**src/rtl/rom_read_ctrl.sv**
```systemverilog
module rom_read_ctrl #(
  parameter int ADDR_W    = 18,
  parameter int DATA_W    = 8,
  parameter int CLK_NS    = 20,
  parameter int T_ACC_NS  = 70,
  parameter int T_OE_NS   = 35,
  parameter int T_CYC_NS  = 70,
  parameter int T_REL_NS  = 25
) (
  input  logic              clk,
  input  logic              rst_n,
  input  logic              req_valid,
  input  logic [ADDR_W-1:0] req_addr,
  output logic              req_ready,
  output logic [ADDR_W-1:0] mem_addr,
  output logic              mem_ce_n,
  output logic              mem_oe_n,
  input  logic [DATA_W-1:0] mem_rdata,
  output logic              rsp_valid,
  output logic [DATA_W-1:0] rsp_data
);
  localparam int ACC_CYC  = (T_ACC_NS + CLK_NS - 1) / CLK_NS;
  localparam int OE_CYC   = (T_OE_NS  + CLK_NS - 1) / CLK_NS;
  localparam int REL_CYC  = (T_REL_NS + CLK_NS - 1) / CLK_NS;
  localparam int CYC_CYC  = (T_CYC_NS + CLK_NS - 1) / CLK_NS;
  localparam int LAG      = (ACC_CYC > OE_CYC) ? ACC_CYC - OE_CYC : 0;
  localparam int OE_DONE  = LAG + OE_CYC;
  localparam int DEAD     = (ACC_CYC > OE_DONE) ? ACC_CYC : OE_DONE;
  localparam int SHORT    = (CYC_CYC > DEAD + 1) ? CYC_CYC - DEAD - 1 : 0;
  localparam int REL_RAW  = (REL_CYC > SHORT) ? REL_CYC : SHORT;
  localparam int REL_WAIT = (REL_RAW < 1) ? 1 : REL_RAW;
  localparam int CMAX     = (DEAD > REL_WAIT) ? DEAD : REL_WAIT;
  localparam int CW       = $clog2(CMAX + 2);

  localparam logic [CW-1:0] LAG_C  = CW'(LAG);
  localparam logic [CW-1:0] DEAD_C = CW'(DEAD);
  localparam logic [CW-1:0] REL_C  = CW'(REL_WAIT - 1);

  typedef enum logic [1:0] {S_IDLE, S_ACC, S_REL} state_t;

  state_t        st;
  logic [CW-1:0] cnt;

  assign req_ready = (st == S_IDLE);

  always_ff @(posedge clk or negedge rst_n) begin
    if (!rst_n) begin
      st        <= S_IDLE;
      cnt       <= '0;
      mem_addr  <= '0;
      mem_ce_n  <= 1'b1;
      mem_oe_n  <= 1'b1;
      rsp_valid <= 1'b0;
      rsp_data  <= '0;
    end else begin
      rsp_valid <= 1'b0;
      case (st)
        S_IDLE: if (req_valid) begin
          mem_addr <= req_addr;
          mem_ce_n <= 1'b0;
          mem_oe_n <= (LAG != 0);
          cnt      <= '0;
          st       <= S_ACC;
        end
        S_ACC: if (cnt == DEAD_C) begin
          rsp_data  <= mem_rdata;
          rsp_valid <= 1'b1;
          mem_ce_n  <= 1'b1;
          mem_oe_n  <= 1'b1;
          cnt       <= '0;
          st        <= S_REL;
        end else begin
          cnt <= cnt + 1'b1;
          if (cnt + 1'b1 == LAG_C) mem_oe_n <= 1'b0;
        end
        S_REL: if (cnt == REL_C) begin
          cnt <= '0;
          st  <= S_IDLE;
        end else begin
          cnt <= cnt + 1'b1;
        end
        default: st <= S_IDLE;
      endcase
    end
  end

  assert_oe_under_ce_R5: assert property (@(posedge clk) disable iff (!rst_n)
    !mem_oe_n |-> !mem_ce_n);
  assert_addr_hold_R2: assert property (@(posedge clk) disable iff (!rst_n)
    (!mem_ce_n && $past(!mem_ce_n)) |-> $stable(mem_addr));
  assert_capture_after_oe_R4: assert property (@(posedge clk) disable iff (!rst_n)
    rsp_valid |-> ($past(!mem_oe_n) && $past(!mem_ce_n)));
  assert_single_pulse_R7: assert property (@(posedge clk) disable iff (!rst_n)
    rsp_valid |=> !rsp_valid);
  assert_release_hold_R6: assert property (@(posedge clk) disable iff (!rst_n)
    $rose(mem_ce_n) |=> (mem_ce_n && !req_ready));
  assert_standby_R8: assert property (@(posedge clk) disable iff (!rst_n)
    req_ready |-> (mem_ce_n && mem_oe_n));
endmodule

```
**config.mk**
```make
export PLATFORM = sky130hd
export DESIGN_NAME = rom_read_ctrl
export DESIGN_NICKNAME = d
export VERILOG_FILES = /design/src/rtl/rom_read_ctrl.sv
export SDC_FILE = /design/constraint.sdc
export NUM_CORES = 1
export LEC_CHECK = 0
export BUFFER_PORTS_ARGS = -buffer_cell sky130_fd_sc_hd__buf_2
export CORE_MARGIN = 2
export CORE_UTILIZATION = 43
export CTS_CLUSTER_SIZE = 8
export DETAILED_ROUTE_END_ITERATION = 12
export PLACE_DENSITY = 0.85
export SYNTH_ARGS = -nofsm -noshare
export SYNTH_HDL_FRONTEND = slang
export SYNTH_SLANG_ARGS = --single-unit
```
**constraint.sdc**
```tcl
create_clock -name clk -period 1.5 [get_ports clk]
set_clock_uncertainty 0.15 [all_clocks]
set_input_delay 0 -clock clk [delete_from_list [all_inputs] [get_ports clk]]
set_output_delay 0 -clock clk [all_outputs]
set_load 0.02 [all_outputs]
```
# Word-level counts from Yosys, hierarchy flattened
# Cells that the tools add are included.
[word_totals]
register_bits = 34
in_bits = 29
out_inout_bits = 30
word_cells = 43
[op_classes]
addsub = 1
eq_ne = 9
n_mux = 17
n_reduce_logical = 9
[ops]
columns = ["operator", "n"]
rows = [
  ["2-to-1 mux 3 bit", 3],
  ["one-hot mux 3 bit (3 select lines)", 1],
  ["AND reduction 3 bit", 3],
  ["2-to-1 mux 1 bit", 7],
  ["2-to-1 mux 2 bit", 3],
  ["inequality test 2 bit (second input constant)", 3],
  ["one-hot mux 2 bit (3 select lines)", 1],
  ["AND reduction 2 bit", 3],
  ["one-hot mux 1 bit (2 select lines)", 2],
  ["adder 3 x 1 -> 3 bit (second input constant)", 1],
  ["equality test 3 x 1 -> 1 bit (second input constant)", 1],
  ["equality test 3 x 2 -> 1 bit (second input constant)", 1],
  ["equality test 3 bit (second input constant)", 1],
  ["inequality test 3 bit (second input constant)", 1],
  ["nonzero test 3 bit", 1],
  ["equality test 2 x 1 -> 1 bit (second input constant)", 1],
  ["equality test 2 bit (second input constant)", 1],
  ["zero test 2 bit", 1],
  ["nonzero test 2 bit", 1],
]

# Logic depth before layout (Yosys ltp)
# Gate-level depths: netlist of the first run.
[logic_depth]
depth_word = 5
depth_mapped = 6
mapped_depth_nobuf = 6

# Worst setup path after synthesis of the first run
# Ideal clock, no wire load.
[synth_timing]
path_type = "register to register"
from = "register st[0]"
to = "register mem_addr[10]"
arrival_ns = 1.490
t_required_ns = 1.225
path_slack_ns = -0.265
stages_incl_launch_ff = 6
n_path_buf = 1
period_less_slack_ns = 1.765
cell_sequence = "dfrtp_1 inv_1 ha_1 nand2_2 buf_2 mux2_2"
[synth_via]
elab_chain_len = 2
[synth_rtl]
columns = ["item", "line_no", "text"]
rows = [
  ["from (decl)", "41", "state_t st;"],
  ["from (signal assigned)", "48", "st <= S_IDLE;"],
  ["from (signal assigned)", "63", "st <= S_ACC;"],
  ["from (signal assigned)", "71", "st <= S_REL;"],
  ["zero test 2 bit", "n/a", ""],
  ["named net req_ready", "14", "output logic req_ready,"],
  ["AND reduction 2 bit (no line)", "n/a", ""],
  ["to (signal assigned)", "59", "mem_addr <= req_addr;"],
  ["to (decl)", "15", "output logic [ADDR_W-1:0] mem_addr,"],
]
# The timed path passes the listed nets, and every way through them passes these cells.
# A chain may end at the register's enable or synchronous reset.

# Worst setup path after layout of the first run
[layout_timing]
from = "register st[0]"
to = "register cnt[2]"
[layout_via]
elab_chain_len = 3
elab_cells_between_ends = 7
classes_between = "eq/ne (3); mux (1); reduce/logical (3)"
[layout_rtl]
columns = ["item", "line_no", "text"]
rows = [
  ["equality test 2 bit, or another cell as far along", "57", "case (st)"],
  ["nonzero test 3 bit (no line) or inequality test 2 bit (tied branches)", "n/a", ""],
  ["AND reduction 2 bit (no line)", "n/a", ""],
  ["to (signal assigned)", "73", "cnt <= cnt + 1'b1;"],
  ["to (signal assigned)", "80", "cnt <= cnt + 1'b1;"],
  ["to (decl)", "42", "logic [CW-1:0] cnt;"],
]
# Parallel ways exist; a longest one is shown, timed or not.

==> results.py, run 1 <==
metrics = {
    "status": {
        "outcome": "finished, violations left",
        "violations": "setup timing",
    },
    "global_routing": {
        "grt_usage_pct": 20.1,
        "overflow": 0,
        "antenna_found_initial": 0,
        "grt_pass1_vias": 1335,
        "grt_pass1_wl_mm": 6.11,
        "grt_max_degree": 35,
    },
    "timing": {
        "setup_violations": 24,
        "fin_ws_ns": -0.0810,
        "period_needed_ns": 1.58,
        "hold_viol": 0,
        "finalMaxSlewViolations": 0,
        "max_freq_mhz": 633,
        "rsz0062_at_grt": "true",
        "post-route-period-util_pct": 105,
        "tightest_slew_ns": 0.727,
        "slew_headroom_pct": 51.5,
    },
    "place": {
        "placed_area_um2": 1930,
        "place_hpwl_mm": 2.20,
        "io_buffers": 58,
        "dp_slack_ns": -0.104,
        "dp.cells": 215,
        "gp_congestion": 0.816,
    },
    "pwr": {
        "pwr-share-comb_pct": 52.0,
        "fin_total_pwr_w": 0.00421,
        "p_switching_w": 0.00169,
        "pwr-share-clk_pct": 13.1,
        "vdd_ir_drop_max_mv": 1.10,
        "p_leak_nw": 1.16,
        "p_int_w": 0.00252,
        "seq_power_share_pct": 34.9,
        "netSwitchingFraction_pct": 40.1,
        "p_per_area_nw_per_um2": 1720,
    },
    "routing": {
        "firstDrtPassIters": 4,
        "vias": 1259,
        "vias_per_cell": 4.90,
        "drc": 0,
        "wirelength_mm": 3.77,
        "wl_per_cell_um": 14.7,
        "drt-initial-drc-count": 50,
        "ant_nets": 0,
    },
    "setup_path": {
        "critPathMaxFanout": 6,
        "timing.rr.start": "st[0]",
        "start_kind": "flip-flop",
        "cp.required_ns": 1.58,
        "arrival_ns": 1.66,
        "r2r_slack_ns": -0.08,
        "crit_path_start": "st[0]",
        "criticalPathCategory": "flip-flop to flip-flop",
        "end_kind": "flip-flop",
    },
    "floorplan": {
        "rows": 21,
        "die_width_um": 62.9,
        "dieHeight_um": 62.9,
        "coreArea_um2": 3340,
        "start_util_pct": 44.7,
        "dieArea_um2": 3950,
        "io_pins": 59,
    },
    "clock_network": {
        "cts.sinks": 34,
        "cts_made_buffers": 5,
        "ctsRootBufferMaster": "clkbuf_4",
        "clk_latency_ns": 0.35,
        "cts-htree-levels": 2,
        "cts_tree": "done",
        "clk_pin_slew_ns": 0.11,
        "cts.path.max_buffers": 2,
    },
    "finish": {
        "syn_to_final_growth_pct": 64.3,
        "layout-drive-gt1-share_pct": 62.1,
        "instances_no_fill": 257,
        "register_area_um2": 856,
        "layout_commonest_cell": "buf_2",
        "multi_input_area_um2": 772,
        "fillers": 231,
        "nets": 246,
        "finalInstanceArea_um2": 2450,
        "diodes": 0,
        "mostFrequentLayoutCells": "buf_2, dfrtp_1, dlygate4sd3_1, mux2_2, buf_4",
    },
    "hold_path": {
        "hp-class": "primary input to async pin",
    },
    "flow_run": {
        "max_cap_viol_count": 0,
    },
    "logic_synthesis": {
        "synth_nets": 142,
        "ys_warn_count": 0,
        "synthCells": 106,
        "syn_area_um2": 1490,
        "ys_types": 29,
        "syn_avg_cell_area_um2": 14.1,
        "ys_seq_elements": 34,
        "seq_area_frac_synth_pct": 57.3,
    },
}
==> cell families after synthesis <==
kind of cell / synth area share, %
compound gates: 6.97
flops: 57.3
fa+ha+maj: 5.88
simple gates: 6.80
xor+xnor: 0.588
buf+inv: 2.85
mux: 19.6
==> per-layer routing <==
metal,share of wire (%),track usage [%],vias to the layer above
met1,37,20.8,625
met5,0,0,-
met4,2.1,8.61,0
li1,-,-,581
met3,4.7,5.77,11
met2,56,37.4,42
==> power by group through the flow <==
stage          clock (W)  sequential, W  combinational, W
2_1_floorplan          0        0.00188          0.000798
3_3_place_gp           0        0.00144           0.00174
3_5_place_dp           0        0.00147           0.00179
4_1_cts         0.000558        0.00146           0.00194
5_1_grt         0.000606        0.00152           0.00232
6_report        0.000550        0.00147           0.00219
==> path summary, 6_finish.rpt <==
kind,end,cells past startpoint
setup / recovery,cnt[2],6
min in group clk,mem_addr[2],3
hold / removal,mem_addr[9],2
setup reg to reg,cnt[2],6
max in group asynchronous,cnt[2],2
hold reg to reg,rsp_data[1],1
==> repair_timing <==
item,CTS,global route
buffers inserted,1,4
hold endpoints to repair,62,0
hold buffers,28,0
gates cloned,0,1
setup endpoints to repair,14,35
pin swaps,2,7
gates resized for setup,10,16
==> worst max-delay path, stage by stage (launching register included) <==
cell and delay, ns:
dfrtp_1 0.45, inv_2 0.13, ha_4 0.21, nand2b_4 0.09, nand2b_4 0.11, nor4_2 0.06, a211o_1 0.26
==> cell usage after synthesis, drive strengths merged <==
cell | number | share of area (%)
nor4 | 2 | 1.3
ha | 7 | 5.9
dfrtp | 32 | 54
dfstp | 2 | 3.5
o21ai | 5 | 1.7
buf | 2 | 1.1
nor2 | 2 | 0.50
nand2b | 4 | 2.2
mux2 | 26 | 20
nand3 | 1 | 0.67
a31oi | 1 | 0.42
o41ai | 1 | 0.59
a32o | 1 | 0.67
a211o | 1 | 0.59
nand4 | 1 | 0.42
a21boi | 1 | 0.50
a21oi | 2 | 1.4
nor4b | 1 | 0.59
a21o | 1 | 0.50
nand2 | 4 | 1.2
a22o | 1 | 0.59
xnor2 | 1 | 0.59
inv | 7 | 1.8
==> state kept, by name (all words and copies together), names as in the netlist <==
register   cells
mem_addr      18
rsp_data       8
cnt            3
st             2
mem_ce_n       1
mem_oe_n       1
rsp_valid      1
==> per-stage QoR <==
step                setup TNS [ns]  hold slack [ns]  utilization, %
global route                 -2.81            0.155            73.4
global placement            -0.712          -0.0677            57.8
floorplan                        0           -0.446               -
detailed placement           -1.08          -0.0433            57.8
finish                      -0.700           0.0723            73.4
CTS                         -0.506            0.107            69.9
==> layout make-up <==
type | count | area share, %
clock buffer | 6 | 2.10
multi-input combinational | 64 | 31.5
clock inverter | 2 | 0.511
inverter | 7 | 1.07
tap | 46 | 2.35
sequential | 34 | 35.0
timing repair buffer | 98 | 27.5
No activity file was read; power rests on OpenSTA's default activity.
==> run 2: changes to the inputs <==
--- a/config.mk
+++ b/config.mk
@@ -6,7 +6,7 @@
 export NUM_CORES = 1
 export LEC_CHECK = 0
 export BUFFER_PORTS_ARGS = -buffer_cell sky130_fd_sc_hd__buf_2
-export CORE_MARGIN = 2
+export CORE_MARGIN = 1
 export CORE_UTILIZATION = 43
 export CTS_CLUSTER_SIZE = 8
 export DETAILED_ROUTE_END_ITERATION = 12
==> run 2 against run 1 <==
Effect of this change: the flow still finishes with violations (setup timing); core utilization increased by 0.64 points; clock-buffer cell count rose by 1; routed wire length increased by 6.0%; non-clock buffer count rose by 2; sequential cell count unchanged; clock power rose by 27%; largest cell class unchanged.
==> results.py, run 2 (synthesized netlist as in run 1, its figures left out) <==
metrics = {
    "floorplan": {
        "rows": 21,
        "start_util_pct": 44.7,
        "io_pins": 59,
        "dieHeight_um": 60.9,
        "die_width_um": 60.9,
        "coreArea_um2": 3340,
        "dieArea_um2": 3710,
    },
    "global_routing": {
        "grt_max_degree": 35,
        "grt_pass1_vias": 1281,
        "grt_usage_pct": 22.3,
        "overflow": 0,
        "antenna_found_initial": 0,
        "grt_pass1_wl_mm": 5.75,
    },
    "setup_path": {
        "end_kind": "flip-flop",
        "max_stage_delay_ns": 0.42,
        "path_cells": "buf_4 > ha_4 > a21oi_4 > nor4_2 > a211o_1",
        "cp.required_ns": 1.57,
        "critPathSlowestCell": "dfrtp_1",
        "reg2reg_depth": 5,
        "start_kind": "flip-flop",
        "critPathMaxFanout": 7,
        "timing.rr.start": "st[0]",
        "arrival_ns": 1.67,
        "r2r_slack_ns": -0.10,
        "criticalPathCategory": "flip-flop to flip-flop",
        "rr_endpoint": "cnt[2]",
    },
    "timing": {
        "finalMaxSlewViolations": 0,
        "hold_ws_ns": 0.0930,
        "slew_headroom_pct": 51.5,
        "hold_viol": 0,
        "post-route-period-util_pct": 107,
        "fin_ws_ns": -0.102,
        "fin_tns_setup_ns": -1.12,
        "rsz0062_at_grt": "true",
        "max_freq_mhz": 624,
        "setup_violations": 31,
        "period_needed_ns": 1.60,
        "tightest_slew_ns": 0.727,
    },
    "clock_network": {
        "cts_made_buffers": 5,
        "ctsRootBufferMaster": "clkbuf_4",
        "clk_pin_slew_ns": 0.11,
        "clk_latency_ns": 0.34,
        "cts.path.max_buffers": 2,
        "cts.sinks": 34,
        "cts-htree-levels": 2,
        "cts_tree": "done",
    },
    "finish": {
        "diodes": 0,
        "largestRegisters": "mem_addr (18), rsp_data (8), cnt (3)",
        "nets": 248,
        "fillers": 206,
        "syn_to_final_growth_pct": 65.7,
        "layout-drive-gt1-share_pct": 62.0,
        "layout_commonest_cell": "buf_2",
        "mostFrequentLayoutCells": "buf_2, dfrtp_1, dlygate4sd3_1, mux2_2, buf_4",
        "multi_input_area_um2": 753,
        "regMostFlops": "mem_addr",
        "finalInstanceArea_um2": 2470,
        "register_area_um2": 856,
        "final_util_pct": 74.0,
        "largest_reg_flops": 18,
    },
    "hold_path": {
        "hp-class": "primary input to async pin",
    },
    "pwr": {
        "p_per_area_nw_per_um2": 1800,
        "fin_total_pwr_w": 0.00444,
        "vdd_ir_drop_max_mv": 1.11,
        "p_leak_nw": 1.15,
    },
    "flow_run": {
        "max_cap_viol_count": 0,
    },
    "routing": {
        "drc": 0,
        "vias": 1264,
        "drt-initial-drc-count": 41,
        "ant_nets": 0,
        "vias_per_cell": 4.88,
        "wl_per_cell_um": 15.4,
        "wirelength_mm": 4.00,
        "firstDrtPassIters": 4,
    },
    "place": {
        "io_buffers": 58,
        "placed_area_um2": 1920,
        "gp_congestion": 0.817,
    },
    "status": {
        "violations": "setup timing",
        "outcome": "finished, violations left",
    },
}
==> run 2: cell count changes in the layout (fill, tap and decap cells not counted), sizes merged <==
cell and change:
clkinvlp -1, bufinv +1, clkbuf +1, nand3 -1, nand2 +1, buf +2
clkinv -1
==> run 2: worst max path at each step <==
| stage | slack [ns] | to | start | cells after the start |
|---|---|---|---|---|
| 2_1_floorplan | 0.005 | cnt[2] | cnt[1] | 6 |
| 3_3_place_gp | -0.06 | cnt[2] | st[0] | 5 |
| 3_5_place_dp | -0.12 | st[1] | st[0] | 5 |
| 4_1_cts | -0.04 | cnt[1] | st[1] | 4 |
| 5_1_grt | -0.14 | cnt[2] | cnt[1] | 6 |
| 6_report | -0.10 | cnt[2] | st[0] | 5 |
==> run 2: report_power, final <==
group          leakage [nW]  switching, W  internal (W)
Sequential            0.403      0.000200       0.00128
Clock                0.0455      0.000300      0.000398
Combinational         0.699       0.00121       0.00105
Total                  1.15       0.00171       0.00272
==> run 2: area by class of cell <==
type | instances | share of cell area [%]
sequential | 34 | 34.7
clock buffer | 7 | 2.23
tap | 46 | 2.33
inverter | 7 | 1.06
clock inverter | 1 | 1.22
timing repair buffer | 100 | 28.0
multi-input combinational | 64 | 30.5
==> run 2: stage by stage <==
step | setup slack [ns] | std cells
2_1_floorplan | 0.00470 | 106
3_3_place_gp | -0.0570 | 214
3_5_place_dp | -0.120 | 214
4_1_cts | -0.0437 | 255
5_1_grt | -0.138 | 259
6_report | -0.102 | 259
==> run 2: metal layers <==
metal | global-route usage, % | wire (um)
met1 | 25.4 | 1520
met3 | 6.61 | 148
met4 | 7.14 | 11
met5 | 0 | 0
met2 | 39.9 | 2310
==> run 2: what timing repair did <==
action                     in CTS  in global routing
gates resized for setup        14                  8
hold endpoints to repair       62                  0
pin swaps                       7                  1
setup buffers                   5                  3
setup endpoints to repair      14                 34
cloned                          0                  1
hold buffers                   28                  0
==> run 2: critical path, delay by kind of cell, from the launching register on <==
family	cells	cell delay (ns)
DFF	1	0.42
AOI/OAI and AO/OA	2	0.49
buffers and inverters	1	0.15
and+or+nand+nor	1	0.09
adders and majority gates	1	0.18
